### src/rtl/sosb_pkg.sv
package sosb_pkg;
  // action applied to one buffer entry at the next edge
  typedef enum logic [1:0] {
    ENT_HOLD = 2'd0,
    ENT_LOAD = 2'd1,
    ENT_DROP = 2'd2
  } ent_act_e;
endpackage

### src/rtl/sosb_ptr_ctrl.sv
module sosb_ptr_ctrl #(
  parameter int DEPTH = 16,
  localparam int AW = $clog2(DEPTH)
) (
  input  logic          clk_i,
  input  logic          rst_ni,
  input  logic          push_req_i,
  input  logic          adv_i,
  output logic [AW-1:0] head_o,
  output logic [AW-1:0] tail_o,
  output logic          full_o,
  output logic          nonempty_o,
  output logic          push_o
);
  // one extra wrap bit tells full from empty
  logic [AW:0] head_q, tail_q;

  assign head_o     = head_q[AW-1:0];
  assign tail_o     = tail_q[AW-1:0];
  assign full_o     = (head_q[AW] != tail_q[AW]) && (head_q[AW-1:0] == tail_q[AW-1:0]);
  assign nonempty_o = (head_q != tail_q);
  assign push_o     = push_req_i && !full_o;

  always_ff @(posedge clk_i or negedge rst_ni) begin
    if (!rst_ni) begin
      head_q <= '0;
      tail_q <= '0;
    end else begin
      if (push_o) tail_q <= tail_q + 1'b1;
      if (adv_i)  head_q <= head_q + 1'b1;
    end
  end
endmodule

### src/rtl/sosb_entry.sv
module sosb_entry
  import sosb_pkg::*;
#(
  parameter int NSLOT   = 4,
  parameter int PC_W    = 32,
  parameter int LABEL_W = 2
) (
  input  logic               clk_i,
  input  logic               rst_ni,
  input  ent_act_e           act_i,
  input  logic [PC_W-1:0]    pc_i,
  input  logic [LABEL_W-1:0] label_i,
  input  logic [NSLOT-1:0]   mask_i,
  input  logic [NSLOT-1:0]   set_exec_i,
  input  logic [NSLOT-1:0]   set_exc_i,
  output logic               valid_o,
  output logic [PC_W-1:0]    pc_o,
  output logic [LABEL_W-1:0] label_o,
  output logic [NSLOT-1:0]   mask_o,
  output logic               complete_o
);
  logic               valid_q;
  logic [PC_W-1:0]    pc_q;
  logic [LABEL_W-1:0] label_q;
  logic [NSLOT-1:0]   mask_q, exec_q, exc_q;

  always_ff @(posedge clk_i or negedge rst_ni) begin
    if (!rst_ni) begin
      valid_q <= 1'b0;
      pc_q    <= '0;
      label_q <= '0;
      mask_q  <= '0;
      exec_q  <= '0;
      exc_q   <= '0;
    end else begin
      unique case (act_i)
        ENT_LOAD: begin
          valid_q <= 1'b1;
          pc_q    <= pc_i;
          label_q <= label_i;
          mask_q  <= mask_i;
          exec_q  <= '0;
          exc_q   <= '0;
        end
        ENT_DROP: begin
          valid_q <= 1'b0;
          exec_q  <= '0;
          exc_q   <= '0;
        end
        default: begin
          exec_q <= exec_q | set_exec_i;
          // a stall report outranks a same-cycle completion
          exc_q  <= (exc_q & ~set_exec_i) | set_exc_i;
        end
      endcase
    end
  end

  assign valid_o    = valid_q;
  assign pc_o       = pc_q;
  assign label_o    = label_q;
  assign mask_o     = mask_q;
  assign complete_o = valid_q && ((exec_q & mask_q) == mask_q) && (exc_q == '0);
endmodule

### src/rtl/sosb_label_track.sv
module sosb_label_track #(
  parameter int DEPTH   = 16,
  parameter int LABEL_W = 2,
  localparam int NLABEL = 1 << LABEL_W
) (
  input  logic [DEPTH-1:0]   valid_i,
  input  logic [LABEL_W-1:0] label_i [DEPTH],
  output logic [NLABEL-1:0]  live_o
);
  for (genvar l = 0; l < NLABEL; l++) begin : g_lbl
    logic [DEPTH-1:0] hit;
    for (genvar e = 0; e < DEPTH; e++) begin : g_ent
      assign hit[e] = valid_i[e] && (label_i[e] == LABEL_W'(l));
    end
    assign live_o[l] = |hit;
  end
endmodule

### src/rtl/spec_op_state_buf.sv
module spec_op_state_buf
  import sosb_pkg::*;
#(
  parameter int DEPTH   = 16,
  parameter int NSLOT   = 4,
  parameter int PC_W    = 32,
  parameter int LABEL_W = 2,
  localparam int AW     = $clog2(DEPTH),
  localparam int SW     = $clog2(NSLOT),
  localparam int NLABEL = 1 << LABEL_W
) (
  input  logic               clk_i,
  input  logic               rst_ni,
  input  logic               issue_valid_i,
  input  logic [PC_W-1:0]    issue_pc_i,
  input  logic [LABEL_W-1:0] issue_label_i,
  input  logic [NSLOT-1:0]   issue_mask_i,
  output logic               issue_ready_o,
  output logic [AW-1:0]      issue_addr_o,
  input  logic               done_valid_i,
  input  logic [AW-1:0]      done_addr_i,
  input  logic [SW-1:0]      done_slot_i,
  input  logic               stall_valid_i,
  input  logic [AW-1:0]      stall_addr_i,
  input  logic [SW-1:0]      stall_slot_i,
  input  logic               mispredict_valid_i,
  input  logic [LABEL_W-1:0] mispredict_label_i,
  input  logic               commit_valid_i,
  input  logic [LABEL_W-1:0] commit_label_i,
  output logic               retire_o,
  output logic [PC_W-1:0]    retire_pc_o,
  output logic               switch_req_o,
  output logic [LABEL_W-1:0] exc_label_o,
  output logic [NLABEL-1:0]  live_labels_o
);
  logic [AW-1:0]      head_idx, tail_idx;
  logic               full, nonempty, push, adv_head;
  logic [DEPTH-1:0]   ent_valid, ent_complete, ent_kill;
  logic [PC_W-1:0]    ent_pc    [DEPTH];
  logic [LABEL_W-1:0] ent_label [DEPTH];
  logic [NSLOT-1:0]   ent_mask  [DEPTH];
  logic               done_hit, stall_hit;
  logic [NSLOT-1:0]   done_oh, stall_oh;
  logic               switch_q;
  logic [LABEL_W-1:0] trace_ptr_q;

  sosb_ptr_ctrl #(.DEPTH(DEPTH)) u_ptr (
    .clk_i      (clk_i),
    .rst_ni     (rst_ni),
    .push_req_i (issue_valid_i),
    .adv_i      (adv_head),
    .head_o     (head_idx),
    .tail_o     (tail_idx),
    .full_o     (full),
    .nonempty_o (nonempty),
    .push_o     (push)
  );

  // report decode: only valid entries and masked slots count
  assign done_hit  = done_valid_i && ent_valid[done_addr_i] && ent_mask[done_addr_i][done_slot_i];
  assign stall_hit = stall_valid_i && ent_valid[stall_addr_i] && ent_mask[stall_addr_i][stall_slot_i];
  assign done_oh   = {{(NSLOT-1){1'b0}}, 1'b1} << done_slot_i;
  assign stall_oh  = {{(NSLOT-1){1'b0}}, 1'b1} << stall_slot_i;

  // flush wins over retirement of the head
  assign retire_o    = ent_complete[head_idx] && !ent_kill[head_idx];
  assign retire_pc_o = ent_pc[head_idx];
  assign adv_head    = retire_o || (nonempty && !ent_valid[head_idx]);

  for (genvar e = 0; e < DEPTH; e++) begin : g_ent
    ent_act_e         act;
    logic [NSLOT-1:0] set_exec, set_exc;

    assign ent_kill[e] = ent_valid[e] &&
        ((mispredict_valid_i && (ent_label[e] == mispredict_label_i)) ||
         (commit_valid_i && (ent_label[e] != commit_label_i)));

    always_comb begin
      if (push && (tail_idx == AW'(e)))                        act = ENT_LOAD;
      else if (ent_kill[e] || (retire_o && head_idx == AW'(e))) act = ENT_DROP;
      else                                                       act = ENT_HOLD;
    end

    assign set_exec = (done_hit  && done_addr_i  == AW'(e)) ? done_oh  : '0;
    assign set_exc  = (stall_hit && stall_addr_i == AW'(e)) ? stall_oh : '0;

    sosb_entry #(
      .NSLOT   (NSLOT),
      .PC_W    (PC_W),
      .LABEL_W (LABEL_W)
    ) u_entry (
      .clk_i      (clk_i),
      .rst_ni     (rst_ni),
      .act_i      (act),
      .pc_i       (issue_pc_i),
      .label_i    (issue_label_i),
      .mask_i     (issue_mask_i),
      .set_exec_i (set_exec),
      .set_exc_i  (set_exc),
      .valid_o    (ent_valid[e]),
      .pc_o       (ent_pc[e]),
      .label_o    (ent_label[e]),
      .mask_o     (ent_mask[e]),
      .complete_o (ent_complete[e])
    );
  end

  sosb_label_track #(
    .DEPTH   (DEPTH),
    .LABEL_W (LABEL_W)
  ) u_live (
    .valid_i (ent_valid),
    .label_i (ent_label),
    .live_o  (live_labels_o)
  );

  always_ff @(posedge clk_i or negedge rst_ni) begin
    if (!rst_ni) begin
      switch_q    <= 1'b0;
      trace_ptr_q <= '0;
    end else begin
      switch_q <= stall_hit || mispredict_valid_i;
      if (stall_hit) trace_ptr_q <= ent_label[stall_addr_i];
    end
  end

  assign issue_ready_o = !full;
  assign issue_addr_o  = tail_idx;
  assign switch_req_o  = switch_q;
  assign exc_label_o   = trace_ptr_q;
endmodule

### config.mk
export PLATFORM = sky130hd
export DESIGN_NAME = spec_op_state_buf
export DESIGN_NICKNAME = d
export VERILOG_FILES = /design/src/rtl/sosb_pkg.sv /design/src/rtl/sosb_ptr_ctrl.sv /design/src/rtl/sosb_entry.sv /design/src/rtl/sosb_label_track.sv /design/src/rtl/spec_op_state_buf.sv
export SDC_FILE = /design/constraint.sdc
export NUM_CORES = 2
export LEC_CHECK = 0
export BUFFER_PORTS_ARGS = -buffer_cell sky130_fd_sc_hd__buf_2
export CORE_MARGIN = 10
export CORE_UTILIZATION = 34
export DETAILED_ROUTE_END_ITERATION = 16
export GPL_TIMING_DRIVEN = 0
export PLACE_DENSITY_LB_ADDON = 0.08
export SLEW_MARGIN = 25
export SYNTH_ARGS = -nofsm -noshare
export SYNTH_HDL_FRONTEND = slang
export SYNTH_HIERARCHICAL = 1
export SYNTH_SLANG_ARGS = --single-unit
### constraint.sdc
create_clock -name clk_i -period 2.99 [get_ports clk_i]
set_clock_uncertainty 0.15 [all_clocks]
set_input_delay 0.1495 -clock clk_i [delete_from_list [all_inputs] [get_ports clk_i]]
set_output_delay 0.1495 -clock clk_i [all_outputs]
set_load 0.02 [all_outputs]
# After elaboration in Yosys (flattened, before gate mapping)
# Index checks and enable logic that the tools add are counted.
dict set report totals {
  mem_bits_rw 0
  n_memories 0
  romBits 0
  latchBits 0
  register_bits 765
  in_bits 61
  out_inout_bits 45
}
dict set report classes {
  eq_ne 191
  muxes 138
  order_cmp 8
  div 0
  n_bitwise 83
  n_reduce_logical 325
  shifts 2
  add_sub_neg 2
  n_mul 0
}
# operator count
set ops {}
lappend ops {{$mux 4} 68}
lappend ops {{$logic_and 1x1->1} 216}
lappend ops {{$and 4x4->4} 32}
lappend ops {{$bmux 32 s4} 1}
lappend ops {{$eq 4x4->1 const B} 32}
lappend ops {{$or 4x4->4} 32}
lappend ops {{$eq 2x2->1 const B} 48}
lappend ops {{$logic_not 4->1} 20}
lappend ops {{$eq 4x4->1} 17}
lappend ops {{$mux 2} 34}
lappend ops {{$eq 2x1->1 const B} 32}
lappend ops {{$eq 4x3->1 const B} 16}
lappend ops {{$mux 32} 2}
lappend ops {{$not 4->4} 16}
lappend ops {{$reduce_or 16->1} 4}
lappend ops {{$logic_or 1x1->1} 34}
lappend ops {{$bmux 4 s4} 2}
lappend ops {{$eq 2x2->1} 16}
lappend ops {{$eq 4x2->1 const B} 8}
lappend ops {{$logic_not 2->1} 16}
lappend ops {{$ne 2x2->1} 16}
lappend ops {{$pmux 1 s2} 16}
lappend ops {{$reduce_bool 2->1} 16}
lappend ops {{$reduce_or 2->1} 16}
lappend ops {{14 further kinds} 39}

# Logic depth before layout (Yosys ltp)
dict set report depth {
  word_depth 15
  mapped_depth 16
}

# Hierarchy
# The synthesis kept the hierarchy.
# mod area_per_inst_um2 instances cells_each
set by_module_without_submodules {}
lappend by_module_without_submodules {{sosb_entry at g_ent[0].u_entry ...} 1825.5 9 118}
lappend by_module_without_submodules {{sosb_entry at g_ent[3].u_entry ...} 1820.5 7 118}
lappend by_module_without_submodules {spec_op_state_buf 8109.0 1 775}
lappend by_module_without_submodules {sosb_ptr_ctrl 583.1 1 51}
lappend by_module_without_submodules {sosb_label_track 545.5 1 95}

# Least setup slack after synthesis
# OpenSTA, ideal clock, no wires.
dict set report synth_timing {
  kind {register to register}
  startpoint {register u_ptr.head_q[0]}
  endpoint {register g_ent[12].u_entry.label_q[0]}
  setup_ns 0.125
  arrival_ns 2.973
  slack_ns -0.258
  period_less_slack_ns 3.248
  stages_incl_launch_ff 15
  path_buffers 6
  path_cell_list {dfrtp_1 -> buf_4 -> buf_2 -> clkbuf_1 -> buf_1 -> nand2_1 -> o2111ai_1 -> o31ai_1 -> clkbuf_1 -> nand3_1 -> a21oi_1 -> inv_1 -> ha_1 -> buf_6 -> mux2_2}
}
dict set report synth_via {
  elab_chain_cells 9
  elab_cells_between_ends 17
  cone_classes {3 x eq/ne; 6 x mux; 8 x reduce/logical}
}
# element line_no
set synth_lines {}
lappend synth_lines {{start: declaration} sosb_ptr_ctrl.sv:16} ;# logic [AW:0] head_q, tail_q;
lappend synth_lines {{start signal: assignment} sosb_ptr_ctrl.sv:30} ;# if (adv_i) head_q <= head_q + 1'b1;
lappend synth_lines {{$bmux 1 s4} spec_op_state_buf.sv:66} ;# assign retire_o = ent_complete[head_idx] && !ent_kill[head_idx];
lappend synth_lines {{$mux 1 (implied by the code)} spec_op_state_buf.sv:66}
lappend synth_lines {{$logic_not 1->1} spec_op_state_buf.sv:66}
lappend synth_lines {{$logic_and 1x1->1} spec_op_state_buf.sv:66}
lappend synth_lines {{$logic_and 1x1->1} spec_op_state_buf.sv:80} ;# else if (ent_kill[e] || (retire_o && head_idx == AW'(e))) act = ENT_DROP;
lappend synth_lines {{$logic_or 1x1->1} spec_op_state_buf.sv:80}
lappend synth_lines {{$mux 2} spec_op_state_buf.sv:80}
lappend synth_lines {{$mux 2 (*)} spec_op_state_buf.sv:79} ;# if (push && (tail_idx == AW'(e))) act = ENT_LOAD;
lappend synth_lines {{named net g_ent[12].act[1]} spec_op_state_buf.sv:71} ;# ent_act_e act;
lappend synth_lines {{$eq 2x1->1 (*)} sosb_entry.sv:36} ;# unique case (act_i)
lappend synth_lines {{end signal: assignment} sosb_entry.sv:40} ;# label_q <= label_i;
lappend synth_lines {{end: declaration} sosb_entry.sv:24} ;# logic [LABEL_W-1:0] label_q;
# The timed path passes the listed nets; every way through them passes the cells marked *. The select of a mux whose other input is x is not followed.
# A chain may end at the register's enable or synchronous reset.

# Final worst setup path
dict set report layout_timing {
  startpoint {register g_ent[6].u_entry.valid_q}
  endpoint {register g_ent[3].u_entry.pc_q[31]}
}
dict set report layout_via {
  elab_chain_cells 10
  elab_cells_between_ends 14
  cone_classes {1 x eq/ne; 6 x mux; 7 x reduce/logical}
}
# element line_no
set layout_lines {}
lappend layout_lines {{start: declaration} sosb_entry.sv:22} ;# logic valid_q;
lappend layout_lines {{start signal: assignment} sosb_entry.sv:29} ;# valid_q <= 1'b0;
lappend layout_lines {{start signal: assignment} sosb_entry.sv:38} ;# valid_q <= 1'b1;
lappend layout_lines {{start signal: assignment} sosb_entry.sv:46} ;# valid_q <= 1'b0;
lappend layout_lines {{$logic_and 1x1->1 (2 in a row)} sosb_entry.sv:63} ;# assign complete_o = valid_q && ((exec_q & mask_q) == mask_q) && (exc_q == '0);
lappend layout_lines {{named net ent_complete[6]} spec_op_state_buf.sv:38} ;# logic [DEPTH-1:0] ent_valid, ent_complete, ent_kill;
lappend layout_lines {{$bmux 1 s4} spec_op_state_buf.sv:66}
lappend layout_lines {{$mux 1 (implied by the code)} spec_op_state_buf.sv:66}
lappend layout_lines {{$logic_and 1x1->1} spec_op_state_buf.sv:66}
lappend layout_lines {{$logic_and 1x1->1} spec_op_state_buf.sv:80}
lappend layout_lines {{$logic_or 1x1->1} spec_op_state_buf.sv:80}
lappend layout_lines {{$mux 2} spec_op_state_buf.sv:80}
lappend layout_lines {{$mux 2} spec_op_state_buf.sv:79}
lappend layout_lines {{named net g_ent[3].act[1]} spec_op_state_buf.sv:71}
lappend layout_lines {{$eq 2x1->1} sosb_entry.sv:36}
lappend layout_lines {{end signal: assignment} sosb_entry.sv:39} ;# pc_q <= pc_i;
lappend layout_lines {{end: declaration} sosb_entry.sv:23} ;# logic [PC_W-1:0] pc_q;
# The timed path passes the listed nets, and every way through them passes these cells. The select of a mux whose other input is x is not followed.

==> results.txt <==
* Floorplan die area: 126,800 um2
* Setup slack at placement: -1342 ps
* Fraction of power spent switching nets: 0.3608
- The final-report max-slew violation count was 0.
- Startpoint Class: flop
- Of all nets on the critical path, the largest fanout is 11.
- Critical path data required time: 3390 ps
- For this run, the number of Yosys warnings is 6.
* Cell Area, Placed: 41,020 um2
- The floorplan has 123 rows.
- Diode insertion count for antenna repair: 0
- Of the available clock period, the critical path in the final layout requires 1.158.
- Unrepaired setup endpoints after global routing: true
- Final-report hold violation count: 0
- Overflow left after global routing: 0
- Of the synthesized area, sequential elements account for 0.4984.
- Total internal power: about 0.034 W
- Once layout is complete, the utilization of the core stands at 0.4343.
- For this configuration, the core starts out at a cell density of 0.3419.
* Fraction of layout instances using a drive strength above 1: 0.4558
* Std-Cell Core Area: 112,300 um2
- Number of optimization iterations in the first detailed-route pass: 5
- First-pass GRT wire length: 196.3 mm
- Setup slack of the most critical reg-to-reg path: -470 ps
- Primary flip-flop cell chosen by synthesis mapping: sky130_fd_sc_hd__dfrtp_1
* Worst vdd ir: between 0.5 and 0.6 mV
- The clock tree synthesis step divided the H-tree into 3 levels.
- The critical path is of the reg -> reg type.
- PortBufs: 96
- Average size of a mapped cell: between 10 and 15 um2
- Clock-pin slew was measured on the worst setup and hold paths at 60 ps.
- Clock tree buffer depth: 3
* Global placer's final weighted congestion: about 0.9
* Via count of the first global-routing pass: 27.29k
- The path class of the tightest hold or removal check is in -> reg.
- Post-DP HPWL: 92.78 mm
* Number of buffers inserted during clock tree synthesis: 93
- DRC violation total after the first TritonRoute iteration: 1,915
- Counting the fill cells in the layout gives between 10k and 15k.
- Dividing the detail-routed via count by the number of cells gives 5.471.
- Vias: 25.86k
* Max cap viols: 0
* CTS sink count: between 700 and 800
* Mapped cell area: 38,410 um2
- The library cell used most frequently in the layout, excluding fill and tap cells, is sky130_fd_sc_hd__dfrtp_1.
- For this run, design rule violations remaining after detail routing come to 0.
- Gr usage total: 0.2106
- Pin count of the biggest net entering global routing: 136
- Post-Syn Nets: 2,904
- 106 I/O pins were placed.
* Die width: about 360 um
- STA classifies the critical path endpoint as a flop.
* Tightest Pin Transition: approximately 750 ps
- Final net count: 3,254
* Sequential fraction of design power: 0.339
- From synthesis to final layout, the design area changed by 27.01%.
- Counting every instance in the synthesized netlist gives between 2k and 3k.
- Proportion of register bits with asynchronous set or reset after synthesis: 1.000
- Static timing analysis puts the maximum clock frequency at 288.9 MHz.
- Critical Path AT: around 3900 ps
- Number of register bits inferred by synthesis: 765
- Later-pin clock latency in the skew report: 680 ps
* Distinct cell type count after synthesis: between 60 and 70
- The number of antenna violations at the first check in global routing came to 2.
- Clock tree from TritonCTS: built
* Power density over cell area: 1103 nW/um2
- In this run the vertical extent of the chip is 356.1 um.
- In the final routed layout, each cell accounts on average for 29.60 um.
- Setup violations remaining at the end of the flow were counted as roughly 770.
* Most frequent cells in the layout: sky130_fd_sc_hd__dfrtp_1, sky130_fd_sc_hd__mux2_2, sky130_fd_sc_hd__mux2_4
* Number of flops mapped to enable cells by yosys: 0
- Cell chosen for the clock root: sky130_fd_sc_hd__clkbuf_16
- Violations in the final reports: setup timing
- Subtracting the final worst setup slack from the clock period gives 3462 ps.
* Leakage power figure: 20.78 nW
- The detail route stage leaves a number of antenna-violating nets equal to 0.
- The run finished, with violations left.
* Relative max-transition margin: 0.4979
* Final Routed Wirelength: around 140 mm
- After layout, the worst setup slack is -471.5 ps.
* Clock network fraction of total power: 0.214
- The share of total power dissipated in combinational logic is 0.447.
- The finished cells cover 48,790 um2.
* Total net switching power: between 0.015 and 0.02 W
synthesized netlist by cell type, types with 20 or more instances:
cell / number / area, um2
sky130_fd_sc_hd__a21oi_1: 31 / 155.2
sky130_fd_sc_hd__nand2b_1: 27 / 168.9
sky130_fd_sc_hd__mux4_2: 211 / 4752
sky130_fd_sc_hd__o21ai_0: 45 / 225.2
sky130_fd_sc_hd__buf_6: 71 / 799.5
sky130_fd_sc_hd__nor4_1: 22 / 137.6
sky130_fd_sc_hd__xnor2_1: 72 / 630.6
sky130_fd_sc_hd__mux2_2: 584 / 6576
sky130_fd_sc_hd__ha_1: 34 / 425.4
sky130_fd_sc_hd__mux2i_1: 20 / 200.2
sky130_fd_sc_hd__o21a_1: 128 / 960.9
sky130_fd_sc_hd__dfrtp_1: 765 / 19140
sky130_fd_sc_hd__nand3_1: 39 / 195.2
sky130_fd_sc_hd__nor2_1: 134 / 503.0
sky130_fd_sc_hd__buf_2: 39 / 195.2
sky130_fd_sc_hd__clkbuf_1: 37 / 138.9
sky130_fd_sc_hd__nand2_1: 132 / 495.5
sky130_fd_sc_hd__o22ai_1: 38 / 237.7
sky130_fd_sc_hd__nor3_1: 43 / 215.2
sky130_fd_sc_hd__nor2b_1: 92 / 575.6
sky130_fd_sc_hd__inv_1: 81 / 304.0
stage by stage:
step	hold WS, ps	total power (W)	setup TNS [ps]	cells
floorplan	-296.1	0.03062	0	2809
global placement	303.4	0.03759	-	4405
detailed placement	-72.30	0.03837	-855970	4413
CTS	37.52	0.05237	-236160	4684
global route	61.45	0.05631	-266510	4727
finish	60.73	0.05383	-224940	4727
kinds of logic (layout without fill, tap and decap cells):
family                     Yosys count  in the layout  synth area share
muxes                              834            834            0.3066
DFF                                765            765            0.4984
and+or+nand+nor                    565            565           0.07502
AOI/OAI and AO/OA                  278            278           0.04925
buffers and inverters              257            675           0.04215
xor gates and xnor gates            76             76           0.01753
adders and majority gates           34             34           0.01108
metal layers:
| layer | vias to the layer above | global-route usage | routed length [um] |
|---|---|---|---|
| met5 | - | 0 | 13 |
| met4 | 2 | 0.06368 | 3839 |
| met3 | 205 | 0.03210 | 7126 |
| met2 | 723 | 0.3504 | 67320 |
| met1 | 13960 | 0.2815 | 61610 |
| li1 | 10970 | - | - |
timing repair:
| item | 4_1_cts | 5_1_grt |
|---|---|---|
| cloned | 14 | 19 |
| resized for setup | 370 | 363 |
| pin swaps | 10 | 16 |
| buffers inserted | 50 | 32 |
| hold buffers | 45 | 0 |
| endpoints found under the hold margin | 929 | 0 |
| setup endpoints to repair | 790 | 784 |
path summary, 6_finish.rpt:
check / end / startpoint / depth (start not counted)
setup / recovery: g_ent[3].u_entry/pc_o[31] / g_ent[6].u_entry/valid_o / 14
hold / removal: exc_label_o[0] / stall_valid_i / 4
setup reg to reg: g_ent[3].u_entry/pc_o[31] / g_ent[6].u_entry/valid_o / 14
hold reg to reg: g_ent[1].u_entry/exec_q[0] / g_ent[1].u_entry/exec_q[0] / 1
max in group asynchronous: g_ent[7].u_entry/pc_o[10] / rst_ni / 6
min in group asynchronous: u_ptr/tail_q[4] / rst_ni / 4
power by group through the flow:
stage | sequential [W] | clock (W) | combinational [W]
floorplan | 0.0166 | 0 | 0.0140
global placement | 0.0182 | 0 | 0.0194
detailed placement | 0.0185 | 0 | 0.0199
CTS | 0.0181 | 0.0119 | 0.0224
global route | 0.0187 | 0.0123 | 0.0254
finish | 0.0182 | 0.0115 | 0.0240
flip-flops by register name, summed over array words and instances (netlist names):
register               count
g_ent.u_entry/exc_q       64
switch_req_o               1
g_ent.u_entry/mask_o      64
u_ptr/head_q               5
u_ptr/tail_q               5
g_ent.u_entry/pc_o       512
g_ent.u_entry/valid_o     16
g_ent.u_entry/label_o     32
exc_label_o                2
g_ent.u_entry/exec_q      64
area by class of cell:
class,instances,area [um2],area share
Multi-Input combinational cell,1787,19330,0.3962
Sequential cell,765,19220,0.3939
Clock buffer,138,2758,0.05652
Timing Repair Buffer,256,2690,0.05514
Buffer,173,2246,0.04603
Tap cell,1500,1877,0.03847
Clock inverter,25,354.1,0.007258
Inverter,83,315.3,0.006463
worst max-delay path, cell delays in order (launching register included):
cell	delay, ps
sky130_fd_sc_hd__dfrtp_2	560
sky130_fd_sc_hd__nand4b_1	160
sky130_fd_sc_hd__nor3_2	170
sky130_fd_sc_hd__mux4_2	320
sky130_fd_sc_hd__o2111ai_4	130
sky130_fd_sc_hd__o31ai_4	350
sky130_fd_sc_hd__clkbuf_8	230
sky130_fd_sc_hd__nand3_4	80
sky130_fd_sc_hd__a21oi_4	190
sky130_fd_sc_hd__inv_2	60
sky130_fd_sc_hd__ha_4	160
sky130_fd_sc_hd__buf_12	150
sky130_fd_sc_hd__buf_12	140
sky130_fd_sc_hd__buf_16	140
sky130_fd_sc_hd__mux2_4	290
No activity file was read; power rests on OpenSTA's default activity.
